--- src/rtl/sdg_pkg.sv ---
// Package: shared command-register layout for the command issue gate.
// Assumes the standard 16-bit SD host command register layout.
package sdg_pkg;

    typedef enum logic [1:0] {
        RSP_NONE    = 2'b00,
        RSP_LONG    = 2'b01,
        RSP_SHORT   = 2'b10,
        RSP_BUSY    = 2'b11
    } rsp_kind_e;

    typedef enum logic [1:0] {
        CK_NORMAL   = 2'b00,
        CK_SUSPEND  = 2'b01,
        CK_RESUME   = 2'b10,
        CK_ABORT    = 2'b11
    } cmd_kind_e;

    typedef struct packed {
        logic [1:0] spare_hi;
        logic [5:0] index;
        cmd_kind_e  kind;
        logic       has_data;
        logic       idx_chk;
        logic       crc_chk;
        logic       spare_lo;
        rsp_kind_e  rsp;
    } cmd_word_t;

    localparam int CMD_W = $bits(cmd_word_t);

endpackage

--- src/rtl/sdg_supply_check.sv ---
// Module: sdg_supply_check
// Says whether the card has a running SD clock and counts as powered.
// Assumes the control values are stable register outputs.
// Power is only checked when one of the two signal-select bits is set.
module sdg_supply_check #(
    parameter int CLK_CTRL_W    = 16,
    parameter int PWR_CTRL_W    = 8,
    parameter int VCTRL_W       = 32,
    parameter int SDCLK_EN_BIT  = 2,
    parameter int INTCLK_EN_BIT = 0,
    parameter int PWR_ON_BIT    = 0,
    parameter int SEL_OUT_BIT   = 12,
    parameter int SEL_IN_BIT    = 3,
    parameter bit REQ_INTCLK    = 1'b0
) (
    input  logic [CLK_CTRL_W-1:0] clk_ctrl,
    input  logic [PWR_CTRL_W-1:0] pwr_ctrl,
    input  logic [VCTRL_W-1:0]    vctrl2,
    output logic                  supply_ok
);

    logic clock_on;
    logic power_checked;
    logic power_ok;

    // Pick the clock-on rule: SD clock alone, or SD clock plus internal clock.
    generate
        if (REQ_INTCLK) begin : g_clk_both
            assign clock_on = clk_ctrl[SDCLK_EN_BIT] & clk_ctrl[INTCLK_EN_BIT];
        end else begin : g_clk_sd
            assign clock_on = clk_ctrl[SDCLK_EN_BIT];
        end
    endgenerate

    // Decide whether power matters and, if so, whether it is on.
    always_comb begin
        power_checked = vctrl2[SEL_OUT_BIT] | vctrl2[SEL_IN_BIT];
        power_ok      = pwr_ctrl[PWR_ON_BIT] | ~power_checked;
        supply_ok     = clock_on & power_ok;
    end

endmodule

--- src/rtl/sdg_cmd_classify.sv ---
// Module: sdg_cmd_classify
// Decodes a command word into "needs data lines" and "is abort".
// Assumes the word follows sdg_pkg::cmd_word_t.
module sdg_cmd_classify
    import sdg_pkg::*;
(
    input  cmd_word_t cmd,
    output logic      needs_dat,
    output logic      is_abort
);

    // Classify the command from its data-present, response and type fields.
    always_comb begin
        needs_dat = cmd.has_data | (cmd.rsp == RSP_BUSY);
        is_abort  = (cmd.kind == CK_ABORT);
    end

endmodule

--- src/rtl/sdg_issue_hold.sv ---
// Module: sdg_issue_hold
// Holds the command register, the latched decision, the launch strobe
// and the busy flag. Assumes `allow` was computed from `merged`.
module sdg_issue_hold #(
    parameter int W = 16
) (
    input  logic         clk,
    input  logic         rst_n,
    input  logic [W-1:0] wdata,
    input  logic [1:0]   be,
    input  logic         allow,
    input  logic         done,
    output logic [W-1:0] merged,
    output logic [W-1:0] cmd_q,
    output logic         ok_q,
    output logic         go_q,
    output logic         busy_q
);

    localparam int HALF = W / 2;

    logic accept;

    // Combine the write data with the stored bytes under the byte enables.
    always_comb begin
        merged = cmd_q;
        if (be[0]) merged[HALF-1:0] = wdata[HALF-1:0];
        if (be[1]) merged[W-1:HALF] = wdata[W-1:HALF];
        accept = be[1] & allow;
    end

    // Store the command word on any byte write.
    always_ff @(posedge clk) begin
        if (!rst_n)
            cmd_q <= '0;
        else if (|be)
            cmd_q <= merged;
    end

    // Latch the decision on an upper-byte write and hold it otherwise.
    always_ff @(posedge clk) begin
        if (!rst_n)
            ok_q <= 1'b0;
        else if (be[1])
            ok_q <= allow;
    end

    // Strobe once per accepted command.
    always_ff @(posedge clk) begin
        if (!rst_n)
            go_q <= 1'b0;
        else
            go_q <= accept;
    end

    // Busy is set by an accepted command and cleared by done; set wins.
    always_ff @(posedge clk) begin
        if (!rst_n)
            busy_q <= 1'b0;
        else if (accept)
            busy_q <= 1'b1;
        else if (done)
            busy_q <= 1'b0;
    end

endmodule

--- src/rtl/sdcmd_issue_gate.sv ---
// Module: sdcmd_issue_gate
// Top of the command issue gate: checks clock and power, classifies the
// command being written, applies the data-busy rule with the abort
// exemption, and registers the outcome. Assumes register values arrive
// already decoded from the host bus and stay stable in the write cycle.
module sdcmd_issue_gate
    import sdg_pkg::*;
#(
    parameter int CLK_CTRL_W    = 16,
    parameter int PWR_CTRL_W    = 8,
    parameter int VCTRL_W       = 32,
    parameter int SDCLK_EN_BIT  = 2,
    parameter int INTCLK_EN_BIT = 0,
    parameter int PWR_ON_BIT    = 0,
    parameter int SEL_OUT_BIT   = 12,
    parameter int SEL_IN_BIT    = 3,
    parameter bit REQ_INTCLK    = 1'b0
) (
    input  logic                  clk,
    input  logic                  rst_n,
    input  logic [CLK_CTRL_W-1:0] clk_ctrl,
    input  logic [PWR_CTRL_W-1:0] pwr_ctrl,
    input  logic [VCTRL_W-1:0]    vctrl2,
    input  logic                  dat_inhibit,
    input  logic                  xfer_stopped,
    input  logic [15:0]           cmd_wdata,
    input  logic [1:0]            cmd_be,
    input  logic                  cmd_done,
    output logic                  issue_ok,
    output logic                  uses_dat,
    output logic                  issue_go,
    output logic                  cmd_busy
);

    logic             supply_ok;
    logic [CMD_W-1:0] merged;
    logic [CMD_W-1:0] cmd_q;
    logic             nxt_needs_dat;
    logic             nxt_abort;
    logic             cur_abort;
    logic             dat_blocked;
    logic             allow;

    sdg_supply_check #(
        .CLK_CTRL_W    (CLK_CTRL_W),
        .PWR_CTRL_W    (PWR_CTRL_W),
        .VCTRL_W       (VCTRL_W),
        .SDCLK_EN_BIT  (SDCLK_EN_BIT),
        .INTCLK_EN_BIT (INTCLK_EN_BIT),
        .PWR_ON_BIT    (PWR_ON_BIT),
        .SEL_OUT_BIT   (SEL_OUT_BIT),
        .SEL_IN_BIT    (SEL_IN_BIT),
        .REQ_INTCLK    (REQ_INTCLK)
    ) u_supply (
        .clk_ctrl  (clk_ctrl),
        .pwr_ctrl  (pwr_ctrl),
        .vctrl2    (vctrl2),
        .supply_ok (supply_ok)
    );

    // Classifier for the word being written (feeds the decision).
    sdg_cmd_classify u_cls_next (
        .cmd       (cmd_word_t'(merged)),
        .needs_dat (nxt_needs_dat),
        .is_abort  (nxt_abort)
    );

    // Classifier for the stored word (feeds the uses_dat output).
    sdg_cmd_classify u_cls_cur (
        .cmd       (cmd_word_t'(cmd_q)),
        .needs_dat (uses_dat),
        .is_abort  (cur_abort)
    );

    // Apply the data-line rule and combine it with the supply check.
    always_comb begin
        dat_blocked = nxt_needs_dat & (dat_inhibit | xfer_stopped) & ~nxt_abort;
        allow       = supply_ok & ~dat_blocked;
    end

    sdg_issue_hold #(
        .W (CMD_W)
    ) u_hold (
        .clk    (clk),
        .rst_n  (rst_n),
        .wdata  (cmd_wdata),
        .be     (cmd_be),
        .allow  (allow),
        .done   (cmd_done),
        .merged (merged),
        .cmd_q  (cmd_q),
        .ok_q   (issue_ok),
        .go_q   (issue_go),
        .busy_q (cmd_busy)
    );

    // The stored abort flag is not used at the ports.
    logic unused_ok;
    assign unused_ok = cur_abort;

endmodule

--- config.mk ---
export PLATFORM = sky130hd
export DESIGN_NAME = sdcmd_issue_gate
export DESIGN_NICKNAME = d
export VERILOG_FILES = /design/src/rtl/sdg_pkg.sv /design/src/rtl/sdg_supply_check.sv /design/src/rtl/sdg_cmd_classify.sv /design/src/rtl/sdg_issue_hold.sv /design/src/rtl/sdcmd_issue_gate.sv
export SDC_FILE = /design/constraint.sdc
export NUM_CORES = 1
export LEC_CHECK = 0
export BUFFER_PORTS_ARGS = -buffer_cell sky130_fd_sc_hd__clkbuf_2
export CORE_MARGIN = 3
export CORE_UTILIZATION = 32
export DETAILED_ROUTE_END_ITERATION = 6
export GPL_ROUTABILITY_DRIVEN = 0
export PLACE_DENSITY = 0.81
export SETUP_SLACK_MARGIN = 0.05
export SLEW_MARGIN = 20
export SYNTH_ARGS = -nofsm -noshare
export SYNTH_HDL_FRONTEND = slang
export SYNTH_HIERARCHICAL = 1
export SYNTH_SLANG_ARGS = --single-unit
--- constraint.sdc ---
create_clock -name clk -period 1.35 [get_ports clk]
set_input_delay 0.135 -clock clk [delete_from_list [all_inputs] [get_ports clk]]
set_output_delay 0.135 -clock clk [all_outputs]
set_load 0.01 [all_outputs]
==> impl_metrics.py <==
metrics = {
    "clock_network": {
        "clock_sinks": 8,
        "path_clk_slew_ps": 60,
        "post_cts_hold_buffer_count": 0,
        "worst_skew_pair.late_latency_ps": 250,
        "htree_num_levels": 1,
        "clock_path_buffers": 2,
        "number_of_buffers_added_by_the_clock_tree_synthesis_step": 3,
        "tritoncts": "done",
        "clockRootBuffer": "sky130_fd_sc_hd__clkbuf_4",
    },
    "floorplan": {
        "chipHeight_um": 40.48,
        "fp.coreArea_um2": 1018,
        "io_count": 83,
        "die_width_um": 40.48,
        "floorplan.die_area_um2": 1638,
        "num_rows": 11,
        "starting_density_of_the_core": 0.3735,
    },
    "power": {
        "ir_drop_v": 0.0004452,
        "leakage_nw": 0.2637,
        "power.density_cell_area_nw_per_um2": 1048,
        "total_power_uw": 515.5,
    },
    "setup_path": {
        "worstPathRequired_ps": 1480,
        "cp-start-kind": "flop",
        "worst-endpoint-arrival_ps": 1400,
        "highest_fanout_seen_on_the_critical_path": 2,
        "end_kind": "flop",
        "start_to_end_type_of_the_worst_setup_path": "flop to flop",
    },
    "sta": {
        "max-slew-margin-rel": 0.8793,
        "rsz_0062_raised_after_global_routing": "yes",
        "timing.clock.skew_ps": 10.41,
        "maxClockFrequency_ghz": 0.7857,
        "timing.final.hold_violations": 0,
        "post-route-worst-setup-slack_ps": 77.17,
        "fin_crit_sh": 0.9428,
        "fin_worst_hold_slack_ps": 162.3,
        "worstMarginPinSlew_ps": 181.1,
        "timing_max_transition_violations_final": 0,
        "final.min_clock_period_ps": 1273,
        "setup_violations": 0,
    },
    "route": {
        "number_of_drc_violations_after_detailed_routing": 0,
        "detail_route.wl_per_cell_um": 10.85,
        "detail_route.wirelength_um": 727,
        "dr_total_vias": 299,
        "detail_route.iter0.violations": 1,
        "firstDrtPassIters": 2,
        "antenna_left": 0,
        "avgViaCountPerCell": 4.463,
    },
    "placed_design": {
        "dpl-instance-area_um2": 465.4,
        "preCtsSetupSlack_ps": -31.20,
        "placement.io_buffers": 19,
    },
    "global_route": {
        "global_route.usage.total": 0.1094,
        "first_pass_grt_wire_length_um": 1104,
        "grt_pass1_vias": 310,
        "overflow": 0,
        "number_of_antenna_violations_at_the_first_check_in_global_routing": 0,
        "grt_start_max_net_pins": 9,
    },
    "finish": {
        "final_core_utilization": 0.4828,
        "antenna_cells_inserted": 0,
        "final_area_um2": 491.7,
        "final_layout_size_suffix_gt1_frac": 0.5556,
        "fillerInstances": 99,
        "layout.nets": 135,
        "flow.area_growth_from_synthesis_pct": 29.28,
    },
    "synthesis": {
        "syn_avg_cell_area_um2": 10.87,
        "post_synth_inst_count": 35,
        "post_synth_instance_area_um2": 380.4,
        "synth_nets": 114,
        "synth.yosys.warnings": 6,
    },
    "hold_path": {
        "holdCritPathClass": "input port to flop",
    },
    "job": {
        "drv_cap": 0,
    },
    "outcome": {
        "outcome": "complete, no violations",
    },
}
[path summary, 6_finish.rpt]
kind	startpoint	end	slack [ps]	depth (start not counted)
worst max-delay path	u_hold/cmd_q[6]	u_hold/go_q	80	4
worst min-delay path	cmd_done	u_hold/busy_q	160	3
worst max register to register	u_hold/cmd_q[6]	u_hold/go_q	80	4
worst min register to register	u_hold/busy_q	u_hold/busy_q	470	2
[power by group]
group,leakage (nW),switching [mW],internal [mW]
sequential,0.0661,0.00544,0.249
combinational,0.184,0.0311,0.0538
clock,0.0138,0.0744,0.101
[timing repair]
action / in CTS / in global routing
setup buffers: 0 / 0
endpoints found under the setup margin: 0 / 3
resized for setup: 0 / 4
[stage by stage]
step | setup TNS (ps) | std cells
6_report | 0 | 67
2_1_floorplan | 0 | 35
3_3_place_gp | -24.52 | 64
3_5_place_dp | -55.40 | 64
5_1_grt | 0 | 67
4_1_cts | 0 | 67
[routing by layer]
metal / up-vias / share of wire / global-route usage
met3: 2 / 0.084 / 0.03333
met4: 0 / 0.017 / 0.09836
li1: 154 / - / -
met2: 12 / 0.50 / 0.2039
met5: - / 0 / 0
met1: 131 / 0.40 / 0.08824
[layout by cell type (no fill, tap or decap), drive strengths merged]
master  instances
inv             1
clkbuf         22
mux2            5
and3            1
dfxtp           8
o21a            1
a21boi          2
nand2           1
nand2b          2
o31a            1
and2            6
a21o            2
nor2            2
[critical path, cell delays in order (launching register included)]
cell,delay [ps]
sky130_fd_sc_hd__dfxtp_1,290
sky130_fd_sc_hd__mux2_4,260
sky130_fd_sc_hd__and2_4,150
sky130_fd_sc_hd__o31a_1,280
sky130_fd_sc_hd__and3_2,170
[state kept, by name, summed over array words and instances, names as in the netlist]
signal / count
u_hold/go_q: 1
u_hold/cmd_q: 5
u_hold/ok_q: 1
u_hold/busy_q: 1
[final cells by class]
| type | count | area, um^2 | share of cell area |
|---|---|---|---|
| sequential | 8 | 161.4 | 0.3282 |
| inverter | 1 | 3.754 | 0.007634 |
| tap | 13 | 16.27 | 0.03308 |
| multi-input combinational | 23 | 192.7 | 0.3919 |
| clock buffer | 3 | 22.52 | 0.04580 |
| timing repair buffer | 19 | 95.09 | 0.1934 |
No activity file was read; power rests on OpenSTA's default activity.
